### config.mk
export PLATFORM = sky130hd
export DESIGN_NAME = chip_bus_gate
export DESIGN_NICKNAME = d
export VERILOG_FILES = /design/src/rtl/cbg_pkg.sv /design/src/rtl/cbg_boot_latch.sv /design/src/rtl/cbg_mode_reg.sv /design/src/rtl/cbg_addr_decode.sv /design/src/rtl/cbg_strobe_gen.sv /design/src/rtl/chip_bus_gate.sv
export SDC_FILE = /design/constraint.sdc
export NUM_CORES = 1
export LEC_CHECK = 0
export BUFFER_PORTS_ARGS = -buffer_cell sky130_fd_sc_hd__buf_2
export CAP_MARGIN = 10
export CORE_ASPECT_RATIO = 0.5
export CORE_MARGIN = 2
export CORE_UTILIZATION = 25
export DETAILED_ROUTE_END_ITERATION = 10
export GPL_TIMING_DRIVEN = 1
export MAX_ROUTING_LAYER = met4
export PLACE_DENSITY = 0.69
export SLEW_MARGIN = 20
export SYNTH_ARGS = -nofsm -noshare
export SYNTH_HDL_FRONTEND = slang
export SYNTH_SLANG_ARGS = --single-unit
### constraint.sdc
create_clock -name clk -period 2.85 [get_ports clk]
set_input_delay 0 -clock clk [delete_from_list [all_inputs] [get_ports clk]]
set_output_delay 0 -clock clk [all_outputs]
set_load 0.01 [all_outputs]
### src/rtl/cbg_pkg.sv
package cbg_pkg;

   typedef enum logic [1:0] {
      BM_SINGLE  = 2'd0,
      BM_EXP64K  = 2'd1,
      BM_EXP1M   = 2'd2,
      BM_EXPFULL = 2'd3
   } bus_mode_e;

   typedef enum logic [1:0] {
      ACC_IDLE  = 2'd0,
      ACC_READ  = 2'd1,
      ACC_WRITE = 2'd2
   } acc_kind_e;

   typedef struct packed {
      logic internal;
      logic mode_reg;
      logic ext_ok;
   } route_t;

   // write has priority when both requests are raised
   function automatic acc_kind_e classify(input logic rd, input logic wr);
      if (wr)      return ACC_WRITE;
      else if (rd) return ACC_READ;
      else         return ACC_IDLE;
   endfunction

endpackage

### src/rtl/cbg_boot_latch.sv
module cbg_boot_latch (
   input  logic clk,
   input  logic rst_n,
   input  logic mode_pin,
   output logic boot_ext
);
   // follows the pin while reset is held, frozen after release
   always_ff @(posedge clk) begin
      if (!rst_n) boot_ext <= ~mode_pin;
   end
endmodule

### src/rtl/cbg_mode_reg.sv
module cbg_mode_reg
   import cbg_pkg::*;
#(
   parameter int unsigned EXT_BOOT_MODE = 3
) (
   input  logic      clk,
   input  logic      rst_n,
   input  logic      mode_pin,
   input  logic      boot_ext,
   input  logic      wr_en,
   input  logic [1:0] wdata,
   output bus_mode_e mode
);
   localparam bus_mode_e EXT_RST = bus_mode_e'(EXT_BOOT_MODE[1:0]);

   logic refuse;
   assign refuse = boot_ext && (bus_mode_e'(wdata) == BM_SINGLE);

   always_ff @(posedge clk) begin
      if (!rst_n)
         mode <= mode_pin ? BM_SINGLE : EXT_RST;
      else if (wr_en && !refuse)
         mode <= bus_mode_e'(wdata);
   end
endmodule

### src/rtl/cbg_addr_decode.sv
module cbg_addr_decode
   import cbg_pkg::*;
#(
   parameter int unsigned ADDR_W    = 24,
   parameter logic [ADDR_W-1:0] ROM_BASE  = 'h000000,
   parameter logic [ADDR_W-1:0] ROM_LAST  = 'h007FFF,
   parameter logic [ADDR_W-1:0] RAM_BASE  = 'h00F000,
   parameter logic [ADDR_W-1:0] RAM_LAST  = 'h00F7FF,
   parameter logic [ADDR_W-1:0] DISP_BASE = 'h00F800,
   parameter logic [ADDR_W-1:0] DISP_LAST = 'h00FCFF,
   parameter logic [ADDR_W-1:0] IO_BASE   = 'h00FF00,
   parameter logic [ADDR_W-1:0] IO_LAST   = 'h00FFFF,
   parameter logic [ADDR_W-1:0] MREG_ADDR = 'h00FF80,
   parameter int unsigned REACH1_W  = 16,
   parameter int unsigned REACH2_W  = 20
) (
   input  logic [ADDR_W-1:0] addr,
   input  logic              boot_ext,
   input  bus_mode_e         mode,
   output route_t            route
);
   localparam int unsigned NFIX = 3;
   localparam logic [ADDR_W-1:0] FIX_LO [NFIX] = '{RAM_BASE, DISP_BASE, IO_BASE};
   localparam logic [ADDR_W-1:0] FIX_HI [NFIX] = '{RAM_LAST, DISP_LAST, IO_LAST};
   localparam int unsigned REACH_W [4] = '{0, REACH1_W, REACH2_W, ADDR_W};

   logic [NFIX-1:0] fix_hit;
   logic            rom_in;
   logic            rom_hit;
   logic [3:0]      reach_ok;

   // regions that stay internal in every boot mode
   for (genvar g = 0; g < NFIX; g++) begin : g_fix
      assign fix_hit[g] = (addr >= FIX_LO[g]) && (addr <= FIX_HI[g]);
   end

   if (ROM_BASE == '0) begin : g_rom_zero
      assign rom_in = (addr <= ROM_LAST);
   end else begin : g_rom_off
      assign rom_in = (addr >= ROM_BASE) && (addr <= ROM_LAST);
   end

   assign rom_hit = rom_in && !boot_ext;

   // external reach per bus mode
   assign reach_ok[0] = 1'b0;
   for (genvar m = 1; m < 4; m++) begin : g_reach
      if (REACH_W[m] >= ADDR_W) begin : g_all
         assign reach_ok[m] = 1'b1;
      end else begin : g_lim
         assign reach_ok[m] = (addr[ADDR_W-1:REACH_W[m]] == '0);
      end
   end

   always_comb begin
      route.internal = rom_hit || (|fix_hit);
      route.mode_reg = (addr == MREG_ADDR);
      route.ext_ok   = !route.internal && reach_ok[mode];
   end
endmodule

### src/rtl/cbg_strobe_gen.sv
module cbg_strobe_gen
   import cbg_pkg::*;
#(
   parameter int unsigned DATA_W = 8
) (
   input  acc_kind_e         kind,
   input  route_t            route,
   input  bus_mode_e         mode,
   input  logic [DATA_W-1:0] wdata,
   input  logic [DATA_W-1:0] ext_din,
   output logic [DATA_W-1:0] rdata,
   output logic [DATA_W-1:0] ext_dout,
   output logic              ext_doe,
   output logic              ext_ce_n,
   output logic              ext_rd_n,
   output logic              ext_wr_n,
   output logic              int_sel,
   output logic              mreg_we
);
   logic ext_cyc;

   assign ext_cyc  = route.ext_ok && (kind != ACC_IDLE);
   assign ext_ce_n = !ext_cyc;
   assign ext_rd_n = !(ext_cyc && kind == ACC_READ);
   assign ext_wr_n = !(ext_cyc && kind == ACC_WRITE);
   assign ext_doe  = ext_cyc && kind == ACC_WRITE;
   assign ext_dout = wdata;
   assign int_sel  = route.internal && (kind != ACC_IDLE);
   assign mreg_we  = route.mode_reg && (kind == ACC_WRITE);

   always_comb begin
      if (ext_cyc)
         rdata = ext_din;
      else if (route.mode_reg)
         rdata = {{(DATA_W-2){1'b0}}, mode};
      else if (route.internal)
         rdata = '0;
      else
         rdata = '1;
   end
endmodule

### src/rtl/chip_bus_gate.sv
module chip_bus_gate
   import cbg_pkg::*;
#(
   parameter int unsigned ADDR_W        = 24,
   parameter int unsigned DATA_W        = 8,
   parameter int unsigned EXT_BOOT_MODE = 3,
   parameter int unsigned REACH1_W      = 16,
   parameter int unsigned REACH2_W      = 20,
   parameter logic [ADDR_W-1:0] ROM_BASE  = 'h000000,
   parameter logic [ADDR_W-1:0] ROM_LAST  = 'h007FFF,
   parameter logic [ADDR_W-1:0] RAM_BASE  = 'h00F000,
   parameter logic [ADDR_W-1:0] RAM_LAST  = 'h00F7FF,
   parameter logic [ADDR_W-1:0] DISP_BASE = 'h00F800,
   parameter logic [ADDR_W-1:0] DISP_LAST = 'h00FCFF,
   parameter logic [ADDR_W-1:0] IO_BASE   = 'h00FF00,
   parameter logic [ADDR_W-1:0] IO_LAST   = 'h00FFFF,
   parameter logic [ADDR_W-1:0] MREG_ADDR = 'h00FF80
) (
   input  logic              clk,
   input  logic              rst_n,
   input  logic              mode_pin,
   input  logic [ADDR_W-1:0] cpu_addr,
   input  logic              cpu_rd,
   input  logic              cpu_wr,
   input  logic [DATA_W-1:0] cpu_wdata,
   output logic [DATA_W-1:0] cpu_rdata,
   input  logic [DATA_W-1:0] ext_din,
   output logic [ADDR_W-1:0] ext_addr,
   output logic [DATA_W-1:0] ext_dout,
   output logic              ext_doe,
   output logic              ext_ce_n,
   output logic              ext_rd_n,
   output logic              ext_wr_n,
   output logic              int_sel,
   output logic [1:0]        bus_mode,
   output logic              boot_from_ext
);
   // elaboration-time parameter checks
   if (ADDR_W < 16 || ADDR_W > 32) begin : g_bad_aw
      $error("ADDR_W out of range");
   end
   if (DATA_W < 2) begin : g_bad_dw
      $error("DATA_W too small for mode readback");
   end
   if (EXT_BOOT_MODE == 0 || EXT_BOOT_MODE > 3) begin : g_bad_ebm
      $error("EXT_BOOT_MODE must name an expansion mode");
   end
   if (ROM_LAST < ROM_BASE || IO_LAST < IO_BASE) begin : g_bad_rng
      $error("region bounds reversed");
   end
   if (MREG_ADDR < IO_BASE || MREG_ADDR > IO_LAST) begin : g_bad_mreg
      $error("mode register must sit in I/O space");
   end
   if (!(REACH1_W < REACH2_W && REACH2_W <= ADDR_W)) begin : g_bad_reach
      $error("reach widths must grow");
   end

   logic      boot_ext;
   bus_mode_e mode;
   route_t    route;
   acc_kind_e kind;
   logic      mreg_we;

   assign kind = classify(cpu_rd, cpu_wr);

   cbg_boot_latch u_boot (
      .clk      (clk),
      .rst_n    (rst_n),
      .mode_pin (mode_pin),
      .boot_ext (boot_ext)
   );

   cbg_mode_reg #(.EXT_BOOT_MODE(EXT_BOOT_MODE)) u_mode (
      .clk      (clk),
      .rst_n    (rst_n),
      .mode_pin (mode_pin),
      .boot_ext (boot_ext),
      .wr_en    (mreg_we),
      .wdata    (cpu_wdata[1:0]),
      .mode     (mode)
   );

   cbg_addr_decode #(
      .ADDR_W(ADDR_W), .ROM_BASE(ROM_BASE), .ROM_LAST(ROM_LAST),
      .RAM_BASE(RAM_BASE), .RAM_LAST(RAM_LAST),
      .DISP_BASE(DISP_BASE), .DISP_LAST(DISP_LAST),
      .IO_BASE(IO_BASE), .IO_LAST(IO_LAST), .MREG_ADDR(MREG_ADDR),
      .REACH1_W(REACH1_W), .REACH2_W(REACH2_W)
   ) u_dec (
      .addr     (cpu_addr),
      .boot_ext (boot_ext),
      .mode     (mode),
      .route    (route)
   );

   cbg_strobe_gen #(.DATA_W(DATA_W)) u_strb (
      .kind     (kind),
      .route    (route),
      .mode     (mode),
      .wdata    (cpu_wdata),
      .ext_din  (ext_din),
      .rdata    (cpu_rdata),
      .ext_dout (ext_dout),
      .ext_doe  (ext_doe),
      .ext_ce_n (ext_ce_n),
      .ext_rd_n (ext_rd_n),
      .ext_wr_n (ext_wr_n),
      .int_sel  (int_sel),
      .mreg_we  (mreg_we)
   );

   assign ext_addr      = cpu_addr;
   assign bus_mode      = mode;
   assign boot_from_ext = boot_ext;
endmodule

* After elaboration in Yosys (flattened, before gate mapping)
Index checks and enable logic that the tools add are counted.
Word-level totals: flip-flop bits (word level) 3, output and inout port bits 48
Operators by class: $lt $le $gt $ge 8, equality and inequality tests 4, mux-type cells 10, bitwise logic cells 1, reduce and logical (&&, ||, !) cells 24
Operators by type and width (count):
- 24-bit by 16-bit >= comparator with 1-bit output (second input constant) | 3
- 24-bit by 16-bit less-or-equal comparator with 1-bit output (second input constant) | 3
- 24-bit by 16-bit == test with 1-bit output (second input constant) | 1
- 24-bit by 15-bit less-or-equal comparator with 1-bit output (second input constant) | 1
- 8-bit 2-to-1 mux | 3
- 1-bit logical AND | 12
- 8-bit zero test | 1
- 2-bit 2-to-1 mux | 4
- 1-bit zero test | 6
- 4-bit zero test | 1
- 2-bit by 3-bit < comparator with 1-bit output (second input constant) | 1
- 3-bit OR reduction | 1
- 1-bit binary-select mux with 2-bit select | 1
- 2-bit by 1-bit == test with 1-bit output (second input constant) | 1
- 2-bit == test (second input constant) | 1
- 2-bit zero test | 1
- 1-bit 2-to-1 mux | 2
- 2-bit by 1-bit != test with 1-bit output (second input constant) | 1
- 2-bit nonzero test | 1
- 1-bit logical OR | 1
- 1-bit NOT | 1

* Longest topological paths before layout
depth after elaboration 9, mapped depth 5, depth with buffers taken out 4

* Hierarchy
Synthesis repeated with hierarchy kept, for this count alone.
Unflattened totals: cells, all modules 88, area, all modules 695.7 sq um
Modules (own cells, without submodules):
- cbg_strobe_gen | times used 1, cells an instance 30, area each 219.0 sq um, sequential area each 0.0 sq um
- chip_bus_gate | times used 1, cells an instance 25, area each 193.9 sq um, sequential area each 0.0 sq um
- cbg_addr_decode | times used 1, cells an instance 21, area each 146.4 sq um, sequential area each 0.0 sq um
- cbg_mode_reg | times used 1, cells an instance 9, area each 98.8 sq um, sequential area each 60.1 sq um
- cbg_boot_latch | times used 1, cells an instance 3, area each 37.5 sq um, sequential area each 30.0 sq um

* Least setup slack after synthesis
OpenSTA, ideal clock, no wires.
path type register to output, start register u_boot.boot_ext, end output port int_sel, arrival 1278 ps, data required time 2850 ps, path slack 1572 ps, cell stages (with the launch flop) 6, path through edfxtp_1 -> nor2_1 -> nor2b_1 -> or3_1 -> buf_6 -> nor2_2
On the way: cells in the longest elaborated chain, start to end 4
RTL lines:
- start, declared | line cbg_boot_latch.sv:5 | output logic boot_ext
- start signal, assigned | line cbg_boot_latch.sv:9 | if (!rst_n) boot_ext <= ~mode_pin;
- 1-bit zero test | line cbg_addr_decode.sv:43 | assign rom_hit = rom_in && !boot_ext;
- 1-bit logical AND | line cbg_addr_decode.sv:43
- 1-bit logical OR | line cbg_addr_decode.sv:56 | route.internal = rom_hit || (|fix_hit);
- 1-bit logical AND | line cbg_strobe_gen.sv:28 | assign int_sel = route.internal && (kind != ACC_IDLE);
- end, declared | line chip_bus_gate.sv:34 | output logic int_sel,
No other way between the ends.

* Worst setup path after layout
start register u_boot.boot_ext, end output port ext_doe
On the way: cells in the longest elaborated chain, start to end 7
RTL lines:
- 1-bit zero test | line cbg_addr_decode.sv:43
- 1-bit logical AND | line cbg_addr_decode.sv:43
- 1-bit logical OR | line cbg_addr_decode.sv:56
- 1-bit zero test | line cbg_addr_decode.sv:58 | route.ext_ok = !route.internal && reach_ok[mode];
- 1-bit logical AND | line cbg_addr_decode.sv:58
- 1-bit logical AND | line cbg_strobe_gen.sv:22 | assign ext_cyc = route.ext_ok && (kind != ACC_IDLE);
- 1-bit logical AND | line cbg_strobe_gen.sv:26 | assign ext_doe = ext_cyc && kind == ACC_WRITE;
- end, declared | line chip_bus_gate.sv:30 | output logic ext_doe,
No other way between the ends.

==> run_results.csv <==
group,metric,value,unit
cts,cts_tree,"yes",
finish,nFillCells,284,
timing,rsz0062_at_grt,"false",
placed_design,place.gp.congestion,0.6986,
timing,finalCritPeriodShare,0.5904,
detailed_routing,vias_per_cell,4.095,
logic_synthesis,async_flop_share,0,
finish,nets,178,
logic_synthesis,netlist_area,656.9,um2
cts,cts_setup_buffers,0,
cts,cts_resized,0,
floorplan,dieArea,3078,um2
detailed_routing,drc_errors,0,
grt,grt_pass1_vias,495,
detailed_routing,ant_nets,0,
power,peakVddDrop,0.1093,mV
timing,drv_slew,0,
cts,ctsHoldBuffers,0,
cts,clk_path_buf_depth,2,
logic_synthesis,yosys_warnings,0,
cts,h-tree-depth,1,
logic_synthesis,synth_area_leader_cell,"buf_4",
logic_synthesis,synth_nets,127,
setup_path,endpoint,"ext_doe",
detailed_routing,first_pass_iters,4,
logic_synthesis,synthCells,82,
setup_path,r2r_cells,2,
floorplan,die_y,40.25,um
cts,clk_pin_slew,30,ps
setup_path,cp_slowest_stage_delay,510,ps
cts,cts_root_buf,"clkbuf_8",
detailed_routing,vias,692,
setup_path,crit_chain,"nor2_1, nor2b_1, or3_1, and3_1, buf_2",
finish,stdcell_area,885.9,um2
cts,clock_latency,220,ps
setup_path,r2r_end,"u_mode.mode[1]",
floorplan,pin_count,93,
placed_design,hpwl,1487,um
placed_design,dpl-instance-area,840.8,um2
setup_path,endpoint_kind,"output port",
timing,max_freq,594.3,MHz
cts,cts.sinks,3,
setup_path,required,2850,ps
timing,hold_viol_final,0,
grt,grtUsageTotal,0.1013,
floorplan,die_width,76.49,um
logic_synthesis,yosys_most_used_dff,"edfxtp_1",
setup_path,crit_fanout,11,
run,maxCapViolCount,0,
detailed_routing,wl_per_cell,9.675,um
grt,grt_antenna_before_repair,0,
timing,tightest_slew,351.6,ps
floorplan,initial_core_util,0.2589,
cts,cts_made_buffers,3,
finish,largest_reg_flops,2,
timing,fin_tns_setup,0,ps
timing,fin_crit,1683,ps
power,leakage,0.4332,nW
logic_synthesis,syn_area_per_cell,8.011,um2
grt,grt_pass1_wl,2208,um
floorplan,core,2537,um2
detailed_routing,first_iter_violations,11,
outcome,status,"finished, final reports clean",
logic_synthesis,yosys.area.top_type_share,0.3657,
setup_path,r2r_slack,1920,ps
setup_path,crit_start,"u_boot.boot_ext",
worst_hold_path,hold_path.class,"input pin to output port",
finish,area_growth,34.86,%
logic_synthesis,synthTopCellsByArea,"buf_4 37%, edfxtp_1 14%, o21a_1 6.9%",
logic_synthesis,ys_seq_area_frac,0.1371,
logic_synthesis,synth-seq-cells,3,
setup_path,cpMaxStageDelayCell,"or3_1",
power,p_per_area,326.8,nW/um2
timing,final.setup_skew,1.122,ps
setup_path,crit_arrival,1680,ps
logic_synthesis,synth_edf_count,3,
grt,grt-ovfl-total,0,
timing,slew-limit-headroom,0.7636,
setup_path,critical_path_class,"register to output port",
setup_path,start_kind,"register",
detailed_routing,routed_wirelength,1635,um
grt,grt_max_degree,12,
setup_path,reg2reg_from,"u_boot.boot_ext",
floorplan,fp-row-count,13,
finish,layout-drive-gt1-share,0.6742,
finish,antenna_cells,0,
placed_design,portBuffers,80,
timing,setup_viol,0,
logic_synthesis,ys_types,29,
[cell type report]
class | instances | area [um2] | area share
Clock buffer | 4 | 45.04 | 0.05085
Inverter | 2 | 7.507 | 0.008475
Multi-Input combinational cell | 43 | 296.5 | 0.3347
Sequential cell | 3 | 90.09 | 0.1017
Tap cell | 37 | 46.29 | 0.05226
Timing Repair Buffer | 80 | 400.4 | 0.4520
[how the worst min path moves through the flow]
stage / startpoint / endpoint / cells past startpoint
after floorplan: cpu_addr[0] / ext_addr[0] / 1
after global placement: cpu_wdata[4] / ext_dout[4] / 0
after detailed placement: cpu_wdata[4] / ext_dout[4] / 0
after CTS: cpu_wdata[4] / ext_dout[4] / 0
after global routing: cpu_wdata[4] / ext_dout[4] / 0
final: cpu_wdata[6] / ext_dout[6] / 0
[cell usage after synthesis (all sizes together), types with 2 or more instances]
library cell  count
o21a              6
nor2              5
edfxtp            3
nor3              4
inv               2
nand2             6
buf              34
nor4              3
o21ai             3
o2bb2ai           2
[power by group]
| part | leakage, nW | total [mW] | switching [mW] | internal [mW] |
|---|---|---|---|---|
| clock | 0.0228 | 0.123 | 0.0281 | 0.0954 |
| combinational | 0.381 | 0.109 | 0.0562 | 0.0528 |
| sequential | 0.0293 | 0.0571 | 0.00335 | 0.0537 |
[stage by stage]
stage	util	hold slack (ps)	std cells	total power, mW	worst slack [ps]
3_3_place_gp	0.3314	0.1189	165	0.1669	1341
6_report	0.3491	0.004476	169	0.2895	1167
3_5_place_dp	0.3314	0.1189	165	0.1678	1288
2_1_floorplan	-	91.77	82	0.1380	1572
4_1_cts	0.3491	0.1189	169	0.2934	1145
5_1_grt	0.3491	0.01506	169	0.3098	1080
[logic make-up after synthesis]
group,count (synthesis),synth area share
and+or+nand+nor,28,0.2857
xor gates and xnor gates,1,0.01334
DFF,3,0.1371
buffers and inverters,36,0.4114
AOI/OAI and AO/OA,14,0.1524
[worst max-delay path: cells and delay by family (launching register included)]
family | cells | cell delay (ps)
flip-flops | 1 | 390
AND/OR/NAND/NOR | 4 | 950
buffers and inverters | 1 | 130
[cell usage in the layout, fill, tap and decap left out, drive strengths merged]
master | Yosys | layout
o2bb2ai | 2 | 2
clkbuf | 0 | 4
a31o | 1 | 1
and3 | 1 | 1
edfxtp | 3 | 3
nand4b | 1 | 1
nor3 | 4 | 4
a21oi | 1 | 1
xnor2 | 1 | 1
inv | 2 | 2
nand3 | 1 | 1
or4b | 1 | 1
o21ai | 3 | 3
o22a | 1 | 1
nand4bb | 1 | 1
or3 | 1 | 1
nand4 | 1 | 1
buf | 34 | 80
nor2 | 5 | 5
nor4b | 1 | 1
nor4 | 3 | 3
or2 | 1 | 1
nor2b | 1 | 1
o21a | 6 | 6
nand2 | 6 | 6
[routing by layer]
| metal | global-route usage | wire, um |
|---|---|---|
| met4 | 0.09091 | 38 |
| met2 | 0.1615 | 831 |
| met5 | - | 0 |
| met3 | 0.02027 | 94 |
| met1 | 0.1158 | 671 |
Power figures use the tool's default switching activity.
